[config.mk]
export PLATFORM = sky130hd
export DESIGN_NAME = mode_banked_regfile
export DESIGN_NICKNAME = d
export VERILOG_FILES = /design/src/rtl/banked_rf_pkg.sv /design/src/rtl/brf_mode_decode.sv /design/src/rtl/brf_index_map.sv /design/src/rtl/brf_storage.sv /design/src/rtl/mode_banked_regfile.sv
export SDC_FILE = /design/constraint.sdc
export NUM_CORES = 2
export LEC_CHECK = 0
export ABC_AREA = 1
export CORE_ASPECT_RATIO = 1.25
export CORE_MARGIN = 2
export CORE_UTILIZATION = 45
export CTS_CLUSTER_DIAMETER = 30
export CTS_CLUSTER_SIZE = 25
export DETAILED_ROUTE_END_ITERATION = 10
export GPL_TIMING_DRIVEN = 1
export PLACE_DENSITY = 0.65
export SLEW_MARGIN = 20
export SYNTH_ARGS = -nofsm -noshare
export SYNTH_HDL_FRONTEND = slang
export SYNTH_HIERARCHICAL = 1
export SYNTH_SLANG_ARGS = --single-unit
[constraint.sdc]
create_clock -name clk -period 5.4 [get_ports clk]
set_input_delay 1.08 -clock clk [delete_from_list [all_inputs] [get_ports clk]]
set_output_delay 1.08 -clock clk [all_outputs]
set_load 0.05 [all_outputs]
[src/rtl/banked_rf_pkg.sv]
// Package: shared encodings for the mode-banked register file.
// Assumes 5-bit mode encodings and a 4-bit logical register index.
package banked_rf_pkg;

    localparam int IDX_W  = 4;
    localparam int MODE_W = 5;

    // Logical register indices with a fixed meaning
    localparam logic [IDX_W-1:0] IDX_SP = 4'd13;
    localparam logic [IDX_W-1:0] IDX_LR = 4'd14;
    localparam logic [IDX_W-1:0] IDX_PC = 4'd15;

    // Mode encodings
    localparam logic [MODE_W-1:0] MODE_USR = 5'b10000;
    localparam logic [MODE_W-1:0] MODE_FIQ = 5'b10001;
    localparam logic [MODE_W-1:0] MODE_IRQ = 5'b10010;
    localparam logic [MODE_W-1:0] MODE_SVC = 5'b10011;
    localparam logic [MODE_W-1:0] MODE_ABT = 5'b10111;
    localparam logic [MODE_W-1:0] MODE_UND = 5'b11011;
    localparam logic [MODE_W-1:0] MODE_SYS = 5'b11111;

    // Bank slot: 0 is the shared unprivileged slot, 1..5 are exception modes
    typedef enum logic [2:0] {
        BANK_USR = 3'd0,
        BANK_FIQ = 3'd1,
        BANK_IRQ = 3'd2,
        BANK_SVC = 3'd3,
        BANK_ABT = 3'd4,
        BANK_UND = 3'd5
    } bank_t;

    localparam int NUM_BANKS = 6;

endpackage

[src/rtl/brf_mode_decode.sv]
// Module: brf_mode_decode
// Turns a 5-bit mode encoding into a bank slot. Unknown encodings fall
// back to the unprivileged slot. Purely combinational.
module brf_mode_decode
    import banked_rf_pkg::*;
(
    input  logic [MODE_W-1:0] mode,
    output bank_t             bank,
    output logic              has_saved
);

    // Select the bank slot for the current mode
    always_comb begin
        case (mode)
            MODE_FIQ: bank = BANK_FIQ;
            MODE_IRQ: bank = BANK_IRQ;
            MODE_SVC: bank = BANK_SVC;
            MODE_ABT: bank = BANK_ABT;
            MODE_UND: bank = BANK_UND;
            default:  bank = BANK_USR;
        endcase
    end

    // Only exception slots own a saved-status word
    always_comb has_saved = (bank != BANK_USR);

endmodule

[src/rtl/brf_index_map.sv]
// Module: brf_index_map
// Resolves a logical index plus bank slot into a physical slot number.
// Layout: low registers 0..NUM_LOW-1, then the PC, then NUM_BANKS stack
// pointers, then NUM_BANKS link registers. Indices with no register
// report hit = 0.
module brf_index_map
    import banked_rf_pkg::*;
#(
    parameter int NUM_LOW = 8,
    parameter int PHYS_W  = 5
) (
    input  logic [IDX_W-1:0]  idx,
    input  bank_t             bank,
    output logic [PHYS_W-1:0] phys,
    output logic              hit,
    output logic              is_pc
);

    localparam int PC_SLOT = NUM_LOW;
    localparam int SP_BASE = NUM_LOW + 1;
    localparam int LR_BASE = NUM_LOW + 1 + NUM_BANKS;

    // Map the logical index onto its physical slot
    always_comb begin
        phys  = '0;
        hit   = 1'b0;
        is_pc = 1'b0;
        if (int'(idx) < NUM_LOW) begin
            phys = PHYS_W'(idx);
            hit  = 1'b1;
        end else if (idx == IDX_PC) begin
            phys  = PHYS_W'(PC_SLOT);
            hit   = 1'b1;
            is_pc = 1'b1;
        end else if (idx == IDX_SP) begin
            phys = PHYS_W'(SP_BASE + int'(bank));
            hit  = 1'b1;
        end else if (idx == IDX_LR) begin
            phys = PHYS_W'(LR_BASE + int'(bank));
            hit  = 1'b1;
        end
    end

endmodule

[src/rtl/brf_storage.sv]
// Module: brf_storage
// Flat array of DEPTH registers with one write and two combinational
// reads. A same-cycle read sees the value held before the edge.
// Assumes addresses below DEPTH; others read zero.
module brf_storage #(
    parameter int DATA_W = 32,
    parameter int DEPTH  = 21,
    parameter int ADDR_W = 5
) (
    input  logic              clk,
    input  logic              rst_n,
    input  logic              we,
    input  logic [ADDR_W-1:0] waddr,
    input  logic [DATA_W-1:0] wdata,
    input  logic [ADDR_W-1:0] raddr_a,
    output logic [DATA_W-1:0] rdata_a,
    input  logic [ADDR_W-1:0] raddr_b,
    output logic [DATA_W-1:0] rdata_b
);

    logic [DATA_W-1:0] mem [DEPTH];

    for (genvar g = 0; g < DEPTH; g++) begin : g_slot
        // Clear on reset, load on a matching write
        always_ff @(posedge clk) begin
            if (!rst_n) begin
                mem[g] <= '0;
            end else if (we && (int'(waddr) == g)) begin
                mem[g] <= wdata;
            end
        end
    end

    // Read port A mux
    always_comb begin
        rdata_a = '0;
        for (int k = 0; k < DEPTH; k++)
            if (int'(raddr_a) == k) rdata_a = mem[k];
    end

    // Read port B mux
    always_comb begin
        rdata_b = '0;
        for (int k = 0; k < DEPTH; k++)
            if (int'(raddr_b) == k) rdata_b = mem[k];
    end

endmodule

[src/rtl/mode_banked_regfile.sv]
// Module: mode_banked_regfile
// Mode-banked register file for the compact instruction state. Low
// registers and PC are shared; SP and LR are banked per exception mode;
// one status word plus five saved-status words. Banking follows mode_i,
// which the surrounding core keeps consistent with the status word.
module mode_banked_regfile
    import banked_rf_pkg::*;
#(
    parameter int               DATA_W     = 32,
    parameter int               NUM_LOW    = 8,
    parameter logic [DATA_W-1:0] CPSR_RESET = DATA_W'(32'h0000_00D3)
) (
    input  logic              clk,
    input  logic              rst_n,
    input  logic [4:0]        mode_i,
    input  logic [3:0]        ra_idx,
    output logic [DATA_W-1:0] ra_data,
    input  logic [3:0]        rb_idx,
    output logic [DATA_W-1:0] rb_data,
    input  logic              wr_en,
    input  logic [3:0]        wr_idx,
    input  logic [DATA_W-1:0] wr_data,
    input  logic              cpsr_we,
    input  logic [DATA_W-1:0] cpsr_wdata,
    output logic [DATA_W-1:0] cpsr_q,
    input  logic              spsr_we,
    input  logic [DATA_W-1:0] spsr_wdata,
    output logic [DATA_W-1:0] spsr_q
);

    localparam int NUM_PHYS = NUM_LOW + 1 + 2 * NUM_BANKS;
    localparam int PHYS_W   = $clog2(NUM_PHYS);

    bank_t             bank;
    logic              has_saved;
    logic [PHYS_W-1:0] pa, pb, pw;
    logic              hit_a, hit_b, hit_w;
    logic              pc_a, pc_b, pc_w;
    logic [DATA_W-1:0] val_a, val_b, wdata_eff;
    logic [DATA_W-1:0] spsr_mem [1:NUM_BANKS-1];

    brf_mode_decode u_dec (
        .mode      (mode_i),
        .bank      (bank),
        .has_saved (has_saved)
    );

    brf_index_map #(.NUM_LOW(NUM_LOW), .PHYS_W(PHYS_W)) u_map_a (
        .idx (ra_idx), .bank (bank), .phys (pa), .hit (hit_a), .is_pc (pc_a)
    );
    brf_index_map #(.NUM_LOW(NUM_LOW), .PHYS_W(PHYS_W)) u_map_b (
        .idx (rb_idx), .bank (bank), .phys (pb), .hit (hit_b), .is_pc (pc_b)
    );
    brf_index_map #(.NUM_LOW(NUM_LOW), .PHYS_W(PHYS_W)) u_map_w (
        .idx (wr_idx), .bank (bank), .phys (pw), .hit (hit_w), .is_pc (pc_w)
    );

    // Keep PC halfword aligned on every write
    always_comb wdata_eff = pc_w ? {wr_data[DATA_W-1:1], 1'b0} : wr_data;

    brf_storage #(.DATA_W(DATA_W), .DEPTH(NUM_PHYS), .ADDR_W(PHYS_W)) u_mem (
        .clk     (clk),
        .rst_n   (rst_n),
        .we      (wr_en && hit_w),
        .waddr   (pw),
        .wdata   (wdata_eff),
        .raddr_a (pa),
        .rdata_a (val_a),
        .raddr_b (pb),
        .rdata_b (val_b)
    );

    // Unmapped indices read as zero
    always_comb ra_data = hit_a ? val_a : '0;
    always_comb rb_data = hit_b ? val_b : '0;

    // Current status word: reset to supervisor with interrupts masked
    always_ff @(posedge clk) begin
        if (!rst_n)       cpsr_q <= CPSR_RESET;
        else if (cpsr_we) cpsr_q <= cpsr_wdata;
    end

    for (genvar g = 1; g < NUM_BANKS; g++) begin : g_saved
        // Saved-status word of exception slot g
        always_ff @(posedge clk) begin
            if (!rst_n)
                spsr_mem[g] <= '0;
            else if (spsr_we && has_saved && (bank == bank_t'(g)))
                spsr_mem[g] <= spsr_wdata;
        end
    end

    // Saved-status read, falling back to the status word without a bank
    always_comb begin
        spsr_q = cpsr_q;
        for (int k = 1; k < NUM_BANKS; k++)
            if (has_saved && (bank == bank_t'(k))) spsr_q = spsr_mem[k];
    end

    // Unused in logic but kept for the checker's view of port B
    logic unused_pc_flags;
    always_comb unused_pc_flags = pc_a ^ pc_b;

endmodule


==> impl_metrics.csv <==
group,metric,value,unit
sta,setup_viol,64,
clock_tree,clockBufferDepth,3,
detailed_routing,drc_errors,0,
yosys,synth_warnings,6,
worst_setup_path,worstPathRequired,4.32,ns
cells_and_area,fin_cells,7521,
clock_tree,numCtsBuffers,158,
worst_setup_path,timing.critical_path.slowest_stage_cell,"nor3_4",
yosys,ys_seq_area_frac,0.5701,
cells_and_area,final_cell_area,0.06058,mm2
worst_setup_path,start_kind,"input pin",
pwr,p_leak,25.44,nW
pwr,total_power,21.77,mW
grt,grt_start_max_net_pins,66,
yosys,synthDominantCellAreaShare,0.5559,
yosys,netlist_top_cells_area,"edfxtp_1 (56%), nand2_1 (13%), nor2_1 (11%), inv_1 (4.1%), nand4_1 (3.5%)",
cells_and_area,drive_above_1_share,0.2203,
floorplanning,core-area,0.09894,mm2
sta,rsz0062_at_grt,"yes",
yosys,postSynthAreaPerCell,8.160,um2
sta,drv_slew,0,
yosys,synth_edf_count,832,
pwr,ir_drop,0.3556,mV
yosys,synth_area_leader_cell,"edfxtp_1",
cells_and_area,area_delta_synth_final,34.78,%
worst_setup_path,cp_slowest_stage_delay,0.31,ns
grt,grt_pass1_wl,236700,um
detailed_routing,drt_iter0_drc,4697,
yosys,synth.distinct_cells,35,
outcome,status,"finished with violations",
worst_setup_path,path_max_fanout,5,
grt,antenna_found_initial,0,
yosys,syn-cell-area,0.04495,mm2
worst_setup_path,cp.arrival,4.77,ns
yosys,synthFlopType,"edfxtp_1",
clock_tree,cts.clk_slew.worst_paths,0.05,ns
yosys,synth_nets,5638,
sta,fmax,170.9,MHz
detailed_routing,drt-pass1-iter-count,8,
clock_tree,ctsHtreeMaxLevel,4,
sta,fin_skew,0,ns
floorplanning,start_util,0.4543,
clock_tree,cts_tree,"yes",
worst_hold_path,hold_class,"reg2reg",
sta,slew_headroom,0.2479,
worst_setup_path,path_class,"in2out",
grt,grt_overflow,0,
detailed_routing,routed_wl,158900,um
place,place_congestion,0.9187,
sta,fin_crit,5.852,ns
grt,track_usage,0.3067,
sta,worst_slack,-0.4520,ns
floorplanning,dieArea,0.1024,mm2
floorplanning,rows,129,
outcome,failed_checks,"setup timing",
sta,whs,0.5005,ns
floorplanning,chipHeight,357.3,um
clock_tree,cts_hold_buf,0,
floorplanning,io_pins,246,
clock_tree,cts-root-buf,"clkbuf_16",
grt,grt_pass1_vias,40790,
job,drv_cap,0,
yosys,ys_seq_elements,864,
sta,hold_viol,0,
clock_tree,cts.sinks,864,
yosys,synth-async-reset-ratio,0,
sta,worst_pin_slew,1.128,ns
floorplanning,die-width,286.7,um
detailed_routing,routed_via_density,5.487,
place,post-place-ws,-1.108,ns
worst_setup_path,endpoint_kind,"primary output",
place,io_buffers,245,
clock_tree,insertion_delay,0.77,ns
detailed_routing,wl_per_cell,21.13,um
yosys,postSynthCellCount,5508,
cells_and_area,fin_util,0.6123,
place,place_area,0.05262,mm2
sta,fin_setup_tns,-18.45,ns
place,dp_hpwl,110200,um
detailed_routing,ant_nets,0,
pwr,power.density,359.3,mW/mm2
place,place_inst,7171,
cells_and_area,diodes,0,
cells_and_area,nNetsFinal,6210,
sta,fin_crit_sh,1.084,
detailed_routing,routed-via-count,41270,
-- cells in the final DEF, fill, tap and decap left out, types with 89 or more instances in the layout --
| cell | n |
|---|---|
| nand2_1 | 1437 |
| nor2_1 | 1232 |
| edfxtp_1 | 832 |
| inv_1 | 417 |
| buf_4 | 349 |
| nand4_1 | 255 |
| nand3_1 | 252 |
| clkbuf_16 | 160 |
| buf_12 | 158 |
| clkdlybuf4s50_1 | 141 |
| nor2_2 | 121 |
| nand2_2 | 104 |
| a21oi_1 | 89 |
-- final timing paths --
check	startpoint	to	slack [ns]	depth (start not counted)
worst max-delay path	mode_i[3]	rb_data[19]	-0.45	32
worst min-delay path	cpsr_q[0]	cpsr_q[0]	0.50	2
worst max register to register	cpsr_q[18]	cpsr_q[18]	4.67	2
worst min register to register	cpsr_q[0]	cpsr_q[0]	0.50	2
-- cell usage after synthesis (all sizes together), types with 2 or more instances --
master	instances
o21bai	2
a21oi	91
edfxtp	832
ha	12
nor2	1390
o21ai	69
nor3	18
or2	92
nand3	304
inv	514
o22ai	3
clkbuf	252
nand3b	3
buf	74
nand4	255
nand2	1560
dfxtp	32
-- routing by layer --
| layer | global-route usage | routed length, um | up-vias |
|---|---|---|---|
| met5 | 0 | 0 | - |
| met4 | 0.1593 | 7909 | 0 |
| met3 | 0.05599 | 13800 | 451 |
| met2 | 0.5328 | 80140 | 2249 |
| met1 | 0.3624 | 57070 | 19650 |
| li1 | - | - | 18920 |
-- worst max-delay path: cells and delay by family --
kind	cells	cell delay, ns
buffers and inverters	12	1.14
AND/OR/NAND/NOR	18	2.11
adder cells (fa/ha/maj)	2	0.43
-- power breakdown --
part	switching, mW	total, mW	internal [mW]
clock network	3.59	10.3	6.69
registers	0.191	7.93	7.74
logic	2.31	3.55	1.24
-- cell families after synthesis --
| group | synth area share |
|---|---|
| AND/OR/NAND/NOR | 0.3349 |
| flip-flops | 0.5701 |
| buffers and inverters | 0.07274 |
| adder cells (fa/ha/maj) | 0.003340 |
| AO/OA/AOI/OAI | 0.01887 |
-- area by class of cell --
cell class / count / area, um2
Clock buffer: 180 / 4046
Clock inverter: 111 / 1490
Fill cell: 7958 / 38360
Inverter: 515 / 1981
Multi-Input combinational cell: 3804 / 17470
Sequential cell: 864 / 25620
Tap cell: 1310 / 1639
Timing Repair Buffer: 737 / 8329
-- what timing repair did --
item | in CTS | in global routing
endpoints found under the setup margin | 64 | 64
hold endpoints to repair | 0 | 0
pin swaps | 168 | 156
resized for setup | 398 | 174
cloned | 8 | 2
setup buffers | 38 | 18
-- flip-flops by register name, summed over array words and instances (netlist names) --
name,cells
u_mem/mem,672
spsr_mem,160
cpsr_q,32
Note: power is estimated with default switching activity, not from simulation.
